--- src/rtl/rom_rd_pkg.sv ---
package rom_rd_pkg;
  typedef enum logic [1:0] {ST_IDLE, ST_ACCESS, ST_OFF} rd_state_e;

  function automatic int unsigned max2(int unsigned a, int unsigned b);
    return (a > b) ? a : b;
  endfunction
endpackage

--- src/rtl/rom_rd_cnt.sv ---
module rom_rd_cnt #(
  parameter int unsigned MAX_VAL = 7,
  localparam int unsigned W = $clog2(MAX_VAL + 2)
) (
  input  logic         clk_i,
  input  logic         rst_ni,
  input  logic         clr_i,
  output logic [W-1:0] cnt_o
);
  always_ff @(posedge clk_i or negedge rst_ni) begin
    if (!rst_ni)                      cnt_o <= '0;
    else if (clr_i)                   cnt_o <= '0;
    else if (cnt_o != W'(MAX_VAL + 1)) cnt_o <= cnt_o + 1'b1;
  end

  assert_clr_zero_R5: assert property (@(posedge clk_i) disable iff (!rst_ni)
    clr_i |=> (cnt_o == '0));
endmodule

--- src/rtl/rom_rd_bus.sv ---
module rom_rd_bus #(
  parameter int unsigned AW = 15
) (
  input  logic          clk_i,
  input  logic          rst_ni,
  input  logic          load_i,
  input  logic          release_i,
  input  logic [AW-1:0] addr_i,
  output logic [AW-1:0] addr_o,
  output logic          cs_no,
  output logic          ce_o,
  output logic          oe_no
);
  always_ff @(posedge clk_i or negedge rst_ni) begin
    if (!rst_ni) begin
      addr_o <= '0;
      cs_no  <= 1'b1;
      ce_o   <= 1'b0;
      oe_no  <= 1'b1;
    end else if (load_i) begin
      // enables settle no later than the address edge
      addr_o <= addr_i;
      cs_no  <= 1'b0;
      ce_o   <= 1'b1;
      oe_no  <= 1'b0;
    end else if (release_i) begin
      cs_no  <= 1'b1;
      ce_o   <= 1'b0;
      oe_no  <= 1'b1;
    end
  end

  assert_oe_gated_R9: assert property (@(posedge clk_i) disable iff (!rst_ni)
    !oe_no |-> (!cs_no && ce_o));
  assert_addr_hold_R8: assert property (@(posedge clk_i) disable iff (!rst_ni)
    !load_i |=> $stable(addr_o));
endmodule

--- src/rtl/rom_rd_cap.sv ---
module rom_rd_cap #(
  parameter int unsigned DW = 8
) (
  input  logic          clk_i,
  input  logic          rst_ni,
  input  logic          cap_i,
  input  logic [DW-1:0] data_i,
  output logic [DW-1:0] rdata_o,
  output logic          rvalid_o
);
  always_ff @(posedge clk_i or negedge rst_ni) begin
    if (!rst_ni) begin
      rdata_o  <= '0;
      rvalid_o <= 1'b0;
    end else begin
      rvalid_o <= cap_i;
      if (cap_i) rdata_o <= data_i;
    end
  end

  assert_pulse_one_R3: assert property (@(posedge clk_i) disable iff (!rst_ni)
    rvalid_o |=> !rvalid_o);
endmodule

--- src/rtl/rom_rd_ctrl.sv ---
module rom_rd_ctrl
  import rom_rd_pkg::*;
#(
  parameter int unsigned AW         = 15,
  parameter int unsigned DW         = 8,
  parameter int unsigned ACC_CYC    = 3,
  parameter int unsigned CYC_CYC    = 5,
  parameter int unsigned CS_OFF_CYC = 2,
  parameter int unsigned CE_OFF_CYC = 3
) (
  input  logic          clk_i,
  input  logic          rst_ni,
  input  logic          req_i,
  input  logic [AW-1:0] addr_i,
  input  logic          burst_i,
  output logic          busy_o,
  output logic [DW-1:0] rdata_o,
  output logic          rvalid_o,
  output logic [AW-1:0] rom_addr_o,
  output logic          rom_cs_no,
  output logic          rom_ce_o,
  output logic          rom_oe_no,
  input  logic [DW-1:0] rom_data_i
);
  // window ends at least one cycle after capture so the host can follow rvalid
  localparam int unsigned END_CNT = max2(CYC_CYC, ACC_CYC + 1) - 1;
  localparam int unsigned OFF_CNT = max2(max2(CS_OFF_CYC, CE_OFF_CYC), 1) - 1;
  localparam int unsigned CNT_MAX = max2(END_CNT, OFF_CNT);
  localparam int unsigned CW      = $clog2(CNT_MAX + 2);

  rd_state_e     state_q, state_d;
  logic [CW-1:0] cnt;
  logic          load, release_b, cap;

  rom_rd_cnt #(.MAX_VAL(CNT_MAX)) u_cnt (
    .clk_i (clk_i),
    .rst_ni(rst_ni),
    .clr_i (load | release_b),
    .cnt_o (cnt)
  );

  rom_rd_bus #(.AW(AW)) u_bus (
    .clk_i    (clk_i),
    .rst_ni   (rst_ni),
    .load_i   (load),
    .release_i(release_b),
    .addr_i   (addr_i),
    .addr_o   (rom_addr_o),
    .cs_no    (rom_cs_no),
    .ce_o     (rom_ce_o),
    .oe_no    (rom_oe_no)
  );

  rom_rd_cap #(.DW(DW)) u_cap (
    .clk_i   (clk_i),
    .rst_ni  (rst_ni),
    .cap_i   (cap),
    .data_i  (rom_data_i),
    .rdata_o (rdata_o),
    .rvalid_o(rvalid_o)
  );

  always_comb begin
    state_d   = state_q;
    load      = 1'b0;
    release_b = 1'b0;
    cap       = 1'b0;
    unique case (state_q)
      ST_IDLE: if (req_i) begin
        load    = 1'b1;
        state_d = ST_ACCESS;
      end
      ST_ACCESS: begin
        cap = (cnt == CW'(ACC_CYC - 1));
        if (cnt == CW'(END_CNT)) begin
          if (req_i && burst_i) begin
            load = 1'b1;
          end else begin
            release_b = 1'b1;
            state_d   = ST_OFF;
          end
        end
      end
      ST_OFF: if (cnt == CW'(OFF_CNT)) state_d = ST_IDLE;
      default: state_d = ST_IDLE;
    endcase
  end

  always_ff @(posedge clk_i or negedge rst_ni) begin
    if (!rst_ni) state_q <= ST_IDLE;
    else         state_q <= state_d;
  end

  assign busy_o = (state_q != ST_IDLE);

  assert_idle_quiet_R1: assert property (@(posedge clk_i) disable iff (!rst_ni)
    !busy_o |-> (rom_cs_no && !rom_ce_o && rom_oe_no));
  assert_off_wait_R7: assert property (@(posedge clk_i) disable iff (!rst_ni)
    $fell(rom_ce_o) |-> busy_o);
  assert_spacing_R5: assert property (@(posedge clk_i) disable iff (!rst_ni)
    (!rom_cs_no && $past(!rom_cs_no) && (rom_addr_o != $past(rom_addr_o)))
      |-> ($past(cnt) == CW'(END_CNT)));
  assert_accept_R2: assert property (@(posedge clk_i) disable iff (!rst_ni)
    (!busy_o && req_i) |=> (busy_o && !rom_cs_no && rom_ce_o && !rom_oe_no));
endmodule

--- config.mk ---
export PLATFORM = sky130hd
export DESIGN_NAME = rom_rd_ctrl
export DESIGN_NICKNAME = d
export VERILOG_FILES = /design/src/rtl/rom_rd_pkg.sv /design/src/rtl/rom_rd_cnt.sv /design/src/rtl/rom_rd_bus.sv /design/src/rtl/rom_rd_cap.sv /design/src/rtl/rom_rd_ctrl.sv
export SDC_FILE = /design/constraint.sdc
export NUM_CORES = 1
export LEC_CHECK = 0
export ABC_AREA = 1
export BUFFER_PORTS_ARGS = -buffer_cell sky130_fd_sc_hd__buf_2
export CAP_MARGIN = 20
export CORE_MARGIN = 8
export CORE_UTILIZATION = 39
export CTS_BUF_LIST = sky130_fd_sc_hd__clkbuf_4 sky130_fd_sc_hd__clkbuf_8
export DETAILED_ROUTE_END_ITERATION = 10
export MAX_ROUTING_LAYER = met4
export PLACE_DENSITY = 0.71
export SLEW_MARGIN = 20
export SYNTH_ARGS = -nofsm -noshare
export SYNTH_HDL_FRONTEND = slang
export SYNTH_SLANG_ARGS = --single-unit
--- constraint.sdc ---
create_clock -name clk_i -period 3.6 [get_ports clk_i]
set_clock_uncertainty 0.05 [all_clocks]
set_input_delay 0.72 -clock clk_i [delete_from_list [all_inputs] [get_ports clk_i]]
set_output_delay 0.72 -clock clk_i [all_outputs]
set_load 0.05 [all_outputs]
After elaboration in Yosys (flattened, before gate mapping). Index checks and enable logic that the tools add are counted.

Register bits: 31. Bits in latches: 0. Bits in writable memories: 0. ROM bits: 0. Input bits: 27. Output and inout bits: 28. Word-level logic and storage cells: 43. Memories: 0.

$add $sub $neg: 1. Multipliers: 0. Divide/modulo/power cells: 0. $lt $le $gt $ge: 0. Eq/ne operators: 9. Shift-type cells: 0. Mux-type cells: 19. Bitwise logic cells: 1. Reduce and logical (&&, ||, !) cells: 6.

Operators by type and width (count): $mux W1 (11); $mux W2 (4); $ne A2 B2 Y1 const B (4); $mux W3 (2); $pmux W2 S3 (1); $reduce_bool A2 Y1 (3); $reduce_and A4 Y1 (1); $add A3 B1 Y3 const B (1); $eq A3 B2 Y1 const B (1); $eq A3 B3 Y1 const B (1); $ne A3 B3 Y1 const B (1); $eq A2 B1 Y1 const B (1); $eq A2 B2 Y1 const B (1); $logic_not A2 Y1 (1); $pmux W1 S2 (1); $logic_and A1 B1 Y1 (1); $or A1 B1 Y1 (1).

Longest topological paths before layout.
Depth in word-level cells: 6. Gate-level depth with buffers: 9. Mapped depth without buffers: 8.

Hierarchy. From an unflattened synthesis, not the netlist that was laid out.

Cell total of the unflattened synthesis: 155. Area total of the unflattened synthesis: 1350.0 um2.

By module, submodules not included: rom_rd_bus (times used 1, cells an instance 72, area each 678.2 um2, seq. area each 426.7 um2); rom_rd_cap (times used 1, cells an instance 35, area each 330.3 um2, seq. area each 225.2 um2); rom_rd_ctrl (times used 1, cells an instance 28, area each 176.4 um2, seq. area each 50.0 um2); rom_rd_cnt (times used 1, cells an instance 20, area each 165.2 um2, seq. area each 75.1 um2).

Worst setup path before layout. Ideal clock, no wire load.

Path kind: reg-to-output. Start point: reg, netlist name u_bus.cs_no. End point: out rom_oe_no. Arrival: 928 ps. Required time: 2830 ps. Path slack: 1902 ps. Cell stages (with the launch flop): 2. Path buffers: 1. Cell sequence: dfstp_2 buf_4.

RTL lines: to (decl) (line rom_rd_ctrl.sv:22) `output logic rom_oe_no,`.

Worst setup path in the final report.
Start point: reg state_q[1]. End point: out busy_o.

Word-level cells in the longest chain between the ends: 1.

Ends and longest elaborated chain: from (decl) (line rom_rd_ctrl.sv:31) `rd_state_e state_q, state_d;`; from (signal assigned) (line rom_rd_ctrl.sv:91) `else state_q <= state_d;`; $reduce_bool A2 Y1 (line rom_rd_ctrl.sv:94) `assign busy_o = (state_q != ST_IDLE);`; to (decl) (line rom_rd_ctrl.sv:16) `output logic busy_o,`.

Every way passes these cells.

==> impl_metrics.json <==
{
  "status": "finished, final reports clean",
  "portBuffers": 54,
  "detail_route.wirelength_um": 3030,
  "overflow": 0,
  "clk_path_buf_depth": 2,
  "worst_ep_required_time_ns": 2.83,
  "synth-xor-area-share_pct": 1.30,
  "diodes": 0,
  "r2r_end": "u_cap.rdata_o[2]",
  "vias": 1120,
  "cts_tree": "built",
  "synth-seq-cells": 31,
  "post-route-period-util_pct": 54.7,
  "drive_above_1_share_pct": 35.3,
  "placed_cell_area_sq_um": 1640,
  "yosysSeqAreaShare_pct": 57.7,
  "initial_core_util_pct": 40.3,
  "antenna_left": 0,
  "cp-endpoint": "busy_o",
  "drt_iter0_drc": 64,
  "path_class": "flip-flop to output port",
  "syn_to_final_growth_pct": 27.3,
  "timing.rr.start": "u_cnt.cnt_o[0]",
  "slew_headroom_pct": 55.4,
  "syn_area_per_cell_sq_um": 9.22,
  "yosysWarnings": 0,
  "fin_crit_ns": 1.97,
  "track_usage_pct": 12.1,
  "hp-class": "primary input to async pin",
  "worst_hold_slack_ns": 0.366,
  "instances_no_fill": 250,
  "post_drt_wl_per_cell_um": 12.1,
  "critPathSlowestCell": "dfrtp_1",
  "max_stage_delay_ns": 0.43,
  "muxShareOfSynthArea_pct": 0,
  "grt_pass1_vias": 1131,
  "cap_viol_max_count": 0,
  "synth_top_family_by_area": "simple AND/OR/NAND/NOR gates",
  "synthAdderAreaFrac_pct": 3.72,
  "synth_area_sq_um": 1350,
  "cp_top_family": "flip-flops",
  "clk_pin_slew_ns": 0.10,
  "netlist_instances": 146,
  "grt_start_max_net_pins": 32,
  "synthTopCellsByArea": "dfrtp_1 (56%), nand2_1 (17%), nand3_1 (5.9%), ha_1 (3.7%), inv_1 (2.5%)",
  "reg2reg_depth": 8,
  "synth_largest_area_cell": "dfrtp_1",
  "fmax_ghz": 0.508,
  "io_pins": 55,
  "synth_flop_cell": "dfrtp_1",
  "core-area_sq_um": 3340,
  "cts.htree.levels": 2,
  "antenna_found_initial": 0,
  "fp.dieArea_sq_um": 5590,
  "drc": 0,
  "yosysMostFrequentCell": "nand2_1",
  "clockRootBuffer": "clkbuf_4",
  "cp-startpoint": "state_q[1]",
  "synth-simple-area-share_pct": 30.9,
  "cts_sinks": 31,
  "via_per_inst": 4.48,
  "hold_violations": 0,
  "die_y_um": 74.8,
  "gp_congestion": 0.733,
  "syn-num-nets": 177,
  "synth_compound_area_share_pct": 1.12,
  "chipWidth_um": 74.8,
  "drv_slew": 0,
  "crit_path_start_kind": "flip-flop",
  "rsz0062_at_grt": "no",
  "ys_types": 19,
  "tightestPinTransition_ns": 0.668,
  "row_count": 21,
  "cp.depth": 3,
  "critPathMaxFanout": 3,
  "place_inst": 242,
  "postCtsSetupRepairBufs": 0,
  "crit_buf_inv": 2,
  "final.setup.tns_ns": 0,
  "synth_top_area_share_pct": 55.8,
  "nNetsFinal": 234,
  "ys_async_sr_fraction_pct": 100,
  "cts_buffers": 5,
  "path_cells": "nor2_2 > inv_1 > buf_2",
  "synthTopCellsByCount": "nand2_1 (61), dfrtp_1 (30), nand3_1 (16), inv_1 (9), nor2_1 (5)",
  "synth_edf_count": 0,
  "finalSetupViolations": 0,
  "rrSetupSlack_ns": 2.06,
  "stdcell_area_sq_um": 1710,
  "drt_first_pass_iters": 4,
  "grt_pass1_wl_um": 5040,
  "holdBufCountCts": 0,
  "cp.arrival_ns": 1.20,
  "ctsResizeCount": 0,
  "clk_latency_ns": 0.32,
  "crit_path_end_kind": "output port",
  "dp_hpwl_um": 2270
}
==> cells in the final DEF, fill, tap and decap left out, types with 3 or more instances in the layout <==
cell type and n:
buf_2 54, clkbuf_4 6, dfrtp_1 30, ha_1 4, inv_1 9, nand2_1 61
nand2_2 3, nand2_4 3, nand3_1 16, nor2_1 5
==> per-stage QoR <==
stage	util, %	worst slack, ns
after floorplan	-	1.90
after global placement	49.2	1.98
after detailed placement	49.2	1.96
after CTS	51.4	1.61
after global routing	51.4	1.56
final	51.4	1.63
==> area by class of cell <==
type	count	area, sq um
multi-input cells	101	499
inverters	10	37.5
flip-flops and latches	31	777
clock buffers	8	72.6
fillers	337	1620
well taps	46	57.6
repair buffers	54	270
==> registers in the layout, indices dropped and copies added, names as in the netlist <==
| signal | count |
|---|---|
| state_q | 2 |
| u_bus.addr_o | 15 |
| u_bus.ce_o | 1 |
| u_bus.cs_no | 1 |
| u_cap.rdata_o | 8 |
| u_cap.rvalid_o | 1 |
| u_cnt.cnt_o | 3 |
==> worst min path at each step <==
stage	from	end	slack, ns	cells past startpoint
2_1_floorplan	rst_ni	state_q[0]	0.37	0
3_3_place_gp	u_cap.rdata_o[7]	u_cap.rdata_o[7]	0.41	2
3_5_place_dp	u_cap.rdata_o[4]	u_cap.rdata_o[4]	0.41	2
4_1_cts	rst_ni	u_bus.addr_o[12]	0.38	1
5_1_grt	rst_ni	u_bus.addr_o[12]	0.41	1
6_report	rst_ni	u_bus.addr_o[0]	0.37	1
==> worst reg2reg max path, delay by kind of cell (launching register included) <==
family                     cells  cell delay, ns
adders and majority gates      1            0.20
buffers and inverters          3            0.41
DFF                            1            0.40
and+or+nand+nor                4            0.38
==> per-layer routing <==
metal  share of wire [%]  track usage (%)
met5                   0                -
met4                 1.3             4.78
met3                 4.9             4.66
met2                  48             18.4
met1                  46             14.1
==> logic make-up (layout without fill, tap and decap cells) <==
group,Yosys count,in the layout
compound gates,3,3
xor+xnor,2,2
fa+ha+maj,4,4
buf+inv,14,72
flops,31,31
simple gates,92,92
Power is not shown: default switching activity piles up to over one toggle a cycle in this logic, so the estimate is an artifact.
